## src/rtl/afrx_pkg.sv

```systemverilog
package afrx_pkg;

  // Per-cycle commands from the control path to the datapath
  typedef struct packed {
    logic shiftEn;   // a bit clock rising edge was seen this cycle
    logic useOld;    // take the word from the register before this shift
    logic capLeft;   // a left word completes this cycle
    logic capRight;  // a right word completes this cycle
  } afrxStrobe_t;

endpackage

```

## src/rtl/afrx_sync.sv

```systemverilog
module afrx_sync #(
  parameter int WIDTH  = 3,
  parameter int STAGES = 2
) (
  input  logic             clk,
  input  logic             rstN,
  input  logic [WIDTH-1:0] din,
  output logic [WIDTH-1:0] dout
);

  logic [STAGES-1:0][WIDTH-1:0] stg;

  always_ff @(posedge clk or negedge rstN) begin
    if (!rstN) begin
      stg <= '0;
    end else begin
      stg[0] <= din;
      for (int i = 1; i < STAGES; i++) begin
        stg[i] <= stg[i-1];
      end
    end
  end

  assign dout = stg[STAGES-1];

endmodule

```

## src/rtl/afrx_ctrl.sv

```systemverilog
module afrx_ctrl
  import afrx_pkg::*;
#(
  parameter int LONG_W   = 24,
  parameter int SHORT_W  = 16,
  parameter int MAX_HALF = 32
) (
  input  logic        clk,
  input  logic        rstN,
  input  logic        bclkS,
  input  logic        wcS,
  input  logic        fmtI2s,
  input  logic        len16,
  output afrxStrobe_t strb
);

  localparam int CW = $clog2(MAX_HALF + 1) + 1;
  localparam logic [CW-1:0] CNT_SAT = '1;

  logic          bclkLast;
  logic          wcPrev;
  logic          started;
  logic          armed;
  logic [CW-1:0] cnt;

  logic          bitEdge;
  logic          wcFlip;
  logic [CW-1:0] cntNext;
  logic [CW-1:0] wordLen;
  logic          rjDone;
  logic          i2sDone;
  logic          doneLeft;

  always_comb begin
    bitEdge = bclkS & ~bclkLast;
    wcFlip  = started & (wcS != wcPrev);
    if (wcFlip) begin
      cntNext = '0;
    end else if (cnt == CNT_SAT) begin
      cntNext = cnt;
    end else begin
      cntNext = cnt + CW'(1);
    end
    wordLen  = len16 ? CW'(SHORT_W) : CW'(LONG_W);
    // Right-justified: the half that just ended is complete on the flip
    rjDone   = bitEdge & wcFlip & armed & ~fmtI2s;
    // I2S: the last word bit sits wordLen slots after the flip slot
    i2sDone  = bitEdge & fmtI2s & (cntNext == wordLen);
    doneLeft = fmtI2s ? ~wcS : wcPrev;

    strb.shiftEn  = bitEdge;
    strb.useOld   = ~fmtI2s;
    strb.capLeft  = (rjDone | i2sDone) & doneLeft;
    strb.capRight = (rjDone | i2sDone) & ~doneLeft;
  end

  always_ff @(posedge clk or negedge rstN) begin
    if (!rstN) begin
      bclkLast <= 1'b0;
      wcPrev   <= 1'b0;
      started  <= 1'b0;
      armed    <= 1'b0;
      cnt      <= CNT_SAT;
    end else begin
      bclkLast <= bclkS;
      if (bitEdge) begin
        wcPrev  <= wcS;
        started <= 1'b1;
        cnt     <= cntNext;
        if (wcFlip) begin
          armed <= 1'b1;
        end
      end
    end
  end

endmodule

```

## src/rtl/afrx_datapath.sv

```systemverilog
module afrx_datapath
  import afrx_pkg::*;
#(
  parameter int LONG_W  = 24,
  parameter int SHORT_W = 16
) (
  input  logic              clk,
  input  logic              rstN,
  input  logic              dS,
  input  logic              len16,
  input  afrxStrobe_t       strb,
  output logic [LONG_W-1:0] leftOut,
  output logic [LONG_W-1:0] rightOut,
  output logic              valid
);

  localparam int PAD = LONG_W - SHORT_W;

  logic [LONG_W-1:0] shReg;
  logic [LONG_W-1:0] shNext;
  logic [LONG_W-1:0] src;
  logic [LONG_W-1:0] word;
  logic [LONG_W-1:0] leftHold;

  assign shNext = {shReg[LONG_W-2:0], dS};
  assign src    = strb.useOld ? shReg : shNext;

  generate
    if (PAD > 0) begin : g_pad
      assign word = len16 ? {src[SHORT_W-1:0], {PAD{1'b0}}} : src;
    end else begin : g_nopad
      assign word = src;
    end
  endgenerate

  always_ff @(posedge clk or negedge rstN) begin
    if (!rstN) begin
      shReg    <= '0;
      leftHold <= '0;
      leftOut  <= '0;
      rightOut <= '0;
      valid    <= 1'b0;
    end else begin
      valid <= strb.capRight;
      if (strb.shiftEn) begin
        shReg <= shNext;
      end
      if (strb.capLeft) begin
        leftHold <= word;
      end
      if (strb.capRight) begin
        leftOut  <= leftHold;
        rightOut <= word;
      end
    end
  end

endmodule

```

## src/rtl/dual_fmt_audio_rx.sv

```systemverilog
module dual_fmt_audio_rx
  import afrx_pkg::*;
#(
  parameter int LONG_W      = 24,
  parameter int SHORT_W     = 16,
  parameter int MAX_HALF    = 32,
  parameter int SYNC_STAGES = 2
) (
  input  logic              clk,
  input  logic              rstN,
  input  logic              bitClk,
  input  logic              wordClk,
  input  logic              serData,
  input  logic              fmtI2s,
  input  logic              len16,
  output logic [LONG_W-1:0] leftOut,
  output logic [LONG_W-1:0] rightOut,
  output logic              sampleValid
);

  logic [2:0]  syncOut;
  afrxStrobe_t strb;

  afrx_sync #(.WIDTH(3), .STAGES(SYNC_STAGES)) u_sync (
    .clk  (clk),
    .rstN (rstN),
    .din  ({bitClk, wordClk, serData}),
    .dout (syncOut)
  );

  afrx_ctrl #(.LONG_W(LONG_W), .SHORT_W(SHORT_W), .MAX_HALF(MAX_HALF)) u_ctrl (
    .clk    (clk),
    .rstN   (rstN),
    .bclkS  (syncOut[2]),
    .wcS    (syncOut[1]),
    .fmtI2s (fmtI2s),
    .len16  (len16),
    .strb   (strb)
  );

  afrx_datapath #(.LONG_W(LONG_W), .SHORT_W(SHORT_W)) u_dp (
    .clk      (clk),
    .rstN     (rstN),
    .dS       (syncOut[0]),
    .len16    (len16),
    .strb     (strb),
    .leftOut  (leftOut),
    .rightOut (rightOut),
    .valid    (sampleValid)
  );

endmodule

```

## config.mk

```make
export PLATFORM = sky130hd
export DESIGN_NAME = dual_fmt_audio_rx
export DESIGN_NICKNAME = d
export VERILOG_FILES = /design/src/rtl/afrx_pkg.sv /design/src/rtl/afrx_sync.sv /design/src/rtl/afrx_ctrl.sv /design/src/rtl/afrx_datapath.sv /design/src/rtl/dual_fmt_audio_rx.sv
export SDC_FILE = /design/constraint.sdc
export NUM_CORES = 1
export LEC_CHECK = 0
export ABC_AREA = 0
export BUFFER_PORTS_ARGS = -buffer_cell sky130_fd_sc_hd__buf_2
export CORE_ASPECT_RATIO = 0.6
export CORE_UTILIZATION = 50
export DETAILED_ROUTE_END_ITERATION = 7
export GPL_TIMING_DRIVEN = 0
export PLACE_DENSITY = 0.7
export SLEW_MARGIN = 30
export SYNTH_ARGS = -nofsm -noshare
export SYNTH_HDL_FRONTEND = slang
export SYNTH_SLANG_ARGS = --single-unit
```

## constraint.sdc

```tcl
create_clock -name clk -period 3.1 [get_ports clk]
set_clock_uncertainty 0.2 [all_clocks]
set_input_delay 0.31 -clock clk [delete_from_list [all_inputs] [get_ports clk]]
set_output_delay 0.31 -clock clk [all_outputs]
set_load 0.02 [all_outputs]
```

==> reports/metrics.yaml, run 1 <==
run_status: "completed"
largest_family_of_logic_cells_by_synthesized_area: "multiplexers"
fp.dieArea_um2: 10300
final-max-slew-violation-count: 0
regArea_um2: 2860
grt_pass1_vias: 3321
layout-drive-gt1-share_pct: 31.8
synth_cell_types: 41
global_route_total_overflow: 0
globalRouteMet3Util_pct: 8.36
cts-root-to-sink-buffers: 2
top_reg_cell_synth: "dfrtp_1"
flow.area_growth_from_synthesis_pct: 22.3
routedWlPerCell_um: 16.8
synth-seq-area-share_pct: 57.8
initial_utilization_pct: 52.7
postLayoutCellArea_um2: 6050
groute.layer.met1.usage_pct: 32.0
grtUsageMet2_pct: 32.3
final_cell_count_no_fill: 598
clkTransAtPathRegs_ns: 0.05
placed_cells_incl_taps: 562
post_synth_inst_count: 377
end_kind: "flop"
worst_setup_path_start_kind: "flop"
grt_setup_unrepaired: "no"
max-cap-violations: 0
static-leakage-power_nw: 3.13
layout_min_cycle_time_ns: 2.88
synth-simple-area-share_pct: 10.1
synth_enable_flop_cells: 0
synth.mux.area_fraction_pct: 25.3
critical_path_peak_fanout: 10
post_synth.cell_area_avg_um2: 13.1
synth-xor-area-share_pct: 0.531
fin_nets: 463
cts_root_buffer: "clkbuf_16"
syn_nets: 385
insertedDiodeCount: 0
ys.warnings.count: 0
grt_first_pass_wirelength_um: 17100
ant_nets: 0
relSlewSlack_pct: 54.0
proportion_of_register_bits_with_asynchronous_set_or_reset_after_synthesis_pct: 100
quantity_of_i_o_buffers_inserted_on_ports: 54
final_min_period_over_clock_period_pct: 92.9
cts_htree_levels: 4
dr.pass1.iters: 4
synth_compound_area_share_pct: 3.26
num_vias: 3237
drc_errors: 0
required_ns: 3.19
worst-setup-path-type: "reg2reg"
clock_latency_ns: 0.41
arrival_ns: 2.97
tritoncts.num_buffers: 17
core_area_um2: 9390
number_of_clock_sinks_seen_by_cts: 114
cellPowerDensity_nw_per_um2: 725
post_synth_instance_area_um2: 4950
grt_util_all_layers_pct: 22.7
1st_iter_drt_viols: 178
postCtsResizedCells: 0
setup-violations-final: 0
multi_input_comb_area_um2: 1950
routabilityCongestion: 0.834
timing_hold_violations_final: 0
maxClockFrequency_mhz: 347
dpl.hpwl_um: 6830
chipHeight_um: 79.1
cts_tree: "done"
worst_min_delay_path_class: "reg2reg"
routed_wl_um: 10100
ys_seq_elements: 114
nFillCells: 745
place_worst_setup_slack_ns: 0.219
initial_antenna_violation_count: 0
gr-max-usage-layer: "met2"
tightest_slew_ns: 0.690
postLayoutSetupSlackWorst_ns: 0.221
via_per_inst: 5.41
final.setup.tns_ns: 0
synth-adder-area-share_pct: 0.253
num_rows: 27
boundaryPins: 56
placed_area_um2: 5410
grt_start_max_net_pins: 74
peakVddDrop_mv: 0.455
die_width_um: 130
-- where the power goes --
part / switching [mW] / leakage [nW] / internal (mW)
clock network: 0.697 / 0.284 / 1.24
registers: 0.152 / 1.52 / 1.69
logic: 0.337 / 1.32 / 0.266
total: 1.19 / 3.13 / 3.20
-- final cells by class --
cell class	count	area share [%]
flip-flops and latches	114	47.3
multi-input cells	238	32.2
clock buffers	20	7.71
repair buffers	59	5.69
well taps	130	2.69
clock inverters	12	2.17
plain buffers	21	1.98
inverters	4	0.248
-- Yosys cell counts, types with 2 or more instances --
cell      instances  area, um2
a21oi_1           6       30.0
buf_4             5       37.5
mux2i_1           8       80.1
o21ai_0           3       15.0
mux2_2           24        270
mux2_1           48        541
dfstp_2           7        184
nand4_1           3       18.8
dfrtp_1         107       2680
nand2_1          82        308
nand3_1           6       30.0
nand2b_1          3       18.8
xnor2_1           2       17.5
mux4_2           16        360
nor2_1           15       56.3
buf_1             2       7.51
clkbuf_1          9       33.8
and3_1            2       12.5
buf_2             3       15.0
a31oi_1           2       12.5
inv_1             4       15.0
-- flip-flops by register name, summed over array words and instances (netlist names) --
register / count
u_ctrl.wcPrev: 1
u_sync.dout: 3
u_ctrl.bclkLast: 1
u_dp.leftOut: 24
u_sync.stg: 3
u_ctrl.cnt: 7
u_dp.shReg: 24
u_dp.valid: 1
u_dp.rightOut: 24
u_ctrl.armed: 1
u_dp.leftHold: 24
u_ctrl.started: 1
-- worst max-delay path: stages, from the launching register on --
cell and delay, ns:
dfstp_2 0.57, ha_1 0.29, nand4_1 0.15, a32oi_1 0.33, a311oi_2 0.19, o21ai_2 0.39
buf_4 0.28, mux2_2 0.35
-- routing by layer --
metal	vias up	part of all wire [%]	routed length [um]
met2	106	44	4400
met4	0	1.2	121
li1	1491	-	-
met3	12	7.9	793
met1	1628	47	4750
met5	-	0	0
-- through the flow --
step                      util (%)  total power [mW]  hold WS [ns]
after floorplan                  -              2.23        -0.186
after global placement        57.3              2.44         0.132
after detailed placement      57.6              2.47        0.0566
after CTS                     64.4              4.43         0.150
after global routing          64.4              4.58         0.157
final                         64.4              4.39         0.147
-- layout by cell type (no fill, tap or decap), types with 3 or more instances in the layout --
cell type        n
o21ai_0          3
dfstp_2          7
nand2_1         82
nand2b_1         3
mux2i_1          8
clkbuf_16       17
clkinv_2         3
buf_4            5
buf_2           56
dlygate4sd3_1    4
mux2_2          24
nand3_1          6
clkbuf_8         3
inv_1            4
mux2_1          48
nand4_1          3
dfrtp_1        107
a21oi_1          6
clkbuf_1         9
clkinvlp_4       4
nor2_1          15
mux4_2          16
-- path summary, 6_finish.rpt --
| kind | cells past startpoint | slack, ns | end | startpoint |
|---|---|---|---|---|
| worst max-delay path | 7 | 0.22 | u_dp.leftHold[5] | u_ctrl.cnt[0] |
| worst min-delay path | 0 | 0.15 | u_sync.dout[1] | u_sync.stg[1] |
| worst max register to register | 7 | 0.22 | u_dp.leftHold[5] | u_ctrl.cnt[0] |
| worst min register to register | 0 | 0.15 | u_sync.dout[1] | u_sync.stg[1] |
| max in group asynchronous | 3 | 1.82 | u_dp.leftHold[0] | rstN |
| min in group asynchronous | 2 | 0.19 | u_dp.leftHold[22] | rstN |
-- cells by family (layout without fill, tap and decap cells) --
group                      count (synthesis)  after routing
AOI/OAI and AO/OA                         21             21
buffers and inverters                     25            116
xor gates and xnor gates                   3              3
muxes                                     96             96
and+or+nand+nor                          117            117
DFF                                      114            114
adders and majority gates                  1              1
-- what timing repair did --
action / CTS / global route
setup buffers: 0 / 0
endpoints found under the setup margin: 0 / 0
hold endpoints to repair: 44 / 0
hold buffers: 4 / 0
Power figures use the tool's default switching activity.
==> run 2, diff against run 1 <==
--- a/config.mk
+++ b/config.mk
@@ -7,11 +7,13 @@
 export LEC_CHECK = 0
 export ABC_AREA = 0
 export BUFFER_PORTS_ARGS = -buffer_cell sky130_fd_sc_hd__buf_2
+export CELL_PAD_IN_SITES_DETAIL_PLACEMENT = 1
+export CELL_PAD_IN_SITES_GLOBAL_PLACEMENT = 1
 export CORE_ASPECT_RATIO = 0.6
-export CORE_UTILIZATION = 50
+export CORE_UTILIZATION = 47
 export DETAILED_ROUTE_END_ITERATION = 7
 export GPL_TIMING_DRIVEN = 0
-export PLACE_DENSITY = 0.7
+export PLACE_DENSITY = 0.78
 export SLEW_MARGIN = 30
 export SYNTH_ARGS = -nofsm -noshare
 export SYNTH_HDL_FRONTEND = slang
==> run 2 against run 1 <==
Register-to-register slack got worse by 0.03 ns. Flip-flop and latch count did not move. Sequential share of layout area rose by 0.30 points. Count of clock-buffer cells in the layout rose by 1. Critical path depth rose by 1. Clock power fell by 9%. Global-route usage rose by 2.0 points. Total power fell by 2.9%. Critical endpoint is now u_dp.leftOut[18]. Largest power group is now sequential cells.
==> reports/metrics.yaml, run 2 (synthesis gave the netlist of run 1 again) <==
critical_path_peak_fanout: 10
totalPowerFinal_mw: 4.26
final_min_period_over_clock_period_pct: 93.9
drc_errors: 0
routed_wl_um: 12100
quantity_of_i_o_buffers_inserted_on_ports: 54
worst-setup-path-type: "reg2reg"
number_of_clock_sinks_seen_by_cts: 114
placed_cells_incl_taps: 567
global_route_total_overflow: 0
final-max-slew-violation-count: 0
num_rows: 28
required_ns: 3.18
grt_start_max_net_pins: 88
cts_root_buffer: "clkbuf_16"
cts-root-to-sink-buffers: 2
final.setup.tns_ns: 0
die_width_um: 134
worst_setup_path_start_kind: "flop"
ant_nets: 0
whs_ns: 0.143
via_per_inst: 5.53
final_common_cell: "dfrtp_1"
routedWlPerCell_um: 20.1
relSlewSlack_pct: 53.9
worst_r2r_endpoint: "u_dp.leftOut[18]"
tritoncts.num_buffers: 17
boundaryPins: 56
fp.dieArea_um2: 11000
flow.area_growth_from_synthesis_pct: 21.5
place_worst_setup_slack_ns: 0.176
routabilityCongestion: 0.802
end_kind: "flop"
regToRegStartpoint: "u_ctrl.cnt[0]"
worst-r2r-setup-slack_ns: 0.19
cellPowerDensity_nw_per_um2: 708
grtUsageMet2_pct: 38.7
postLayoutCellArea_um2: 6010
cts_htree_levels: 4
core_area_um2: 10100
grt_pass1_vias: 3596
insertedDiodeCount: 0
run_status: "completed"
mostFrequentLayoutCells: "dfrtp_1 (107), nand2_1 (82), buf_2 (56), mux2_1 (48), mux2_2 (24)"
timing_hold_violations_final: 0
chipHeight_um: 81.5
worst_min_delay_path_class: "in2async"
initial_utilization_pct: 49.2
dpl.hpwl_um: 8020
final_cell_count_no_fill: 603
1st_iter_drt_viols: 162
static-leakage-power_nw: 3.11
gr-max-usage-layer: "met2"
layout-drive-gt1-share_pct: 31.4
max-cap-violations: 0
dr.pass1.iters: 4
maxClockFrequency_mhz: 343
clkTransAtPathRegs_ns: 0.05
cts_tree: "done"
initial_antenna_violation_count: 0
num_vias: 3337
setup-violations-final: 0
arrival_ns: 2.99
grt_util_all_layers_pct: 24.7
layout_min_cycle_time_ns: 2.91
tightest_slew_ns: 0.692
grt_setup_unrepaired: "no"
layout.core_utilization_pct: 59.8
clock_latency_ns: 0.40
globalRouteMet3Util_pct: 5.74
groute.layer.met1.usage_pct: 34.0
postLayoutSetupSlackWorst_ns: 0.189
reg2reg_depth: 8
placed_area_um2: 5420
fin_nets: 463
peakVddDrop_mv: 0.406
grt_first_pass_wirelength_um: 19700
==> run 2: cell count changes in the layout (fill, tap and decap cells not counted), moves of 2 or more <==
cell,before,now
clkinvlp_4,4,2
clkinv_2,3,7
clkbuf_8,3,1
clkbuf_1,9,12
==> run 2: final cells by class <==
cell class,instances,area [um2]
plain buffers,21,120
clock buffers,21,450
clock inverters,11,88.8
fillers,1020,4040
inverters,4,15.0
multi-input cells,238,1960
flip-flops and latches,114,2860
well taps,135,169
repair buffers,59,348
==> run 2: worst max path at each step <==
stage | from | to | slack, ns | cells after the start
after global placement | rstN | u_dp.rightOut[4] | 0.17 | 1
after floorplan | u_ctrl.cnt[0] | u_dp.leftOut[14] | 0.57 | 8
after CTS | u_ctrl.cnt[0] | u_dp.leftHold[6] | 0.16 | 7
after global routing | u_ctrl.cnt[0] | u_dp.leftOut[14] | 0.003 | 8
final | u_ctrl.cnt[0] | u_dp.leftOut[18] | 0.19 | 8
after detailed placement | u_ctrl.cnt[0] | u_dp.leftHold[9] | 0.18 | 7
==> run 2: layer usage <==
layer | part of all wire, % | wire, um | vias to the layer above
met5 | 0 | 0 | -
met4 | 1.5 | 178 | 0
met3 | 5.6 | 681 | 14
met2 | 47 | 5700 | 102
met1 | 46 | 5530 | 1740
li1 | - | - | 1481
==> run 2: power by group <==
part           internal [mW]  switching (mW)  total, mW
combinational          0.269           0.362      0.631
clock                   1.11           0.661       1.77
sequential              1.69           0.166       1.86
total                   3.07            1.19       4.26
==> run 2: worst max-delay path: stages, from the launching register on <==
cell      delay, ns
dfstp_2        0.57
ha_2           0.26
nand4_1        0.11
a32oi_1        0.33
a311oi_2       0.24
o31ai_4        0.33
buf_6          0.22
buf_8          0.17
mux2_1         0.34
==> run 2: timing repair <==
action                                 CTS  global route
setup endpoints to repair                0            28
setup buffers                            0             0
hold buffers                             4             0
gates resized for setup                  0             2
endpoints found under the hold margin  110             0
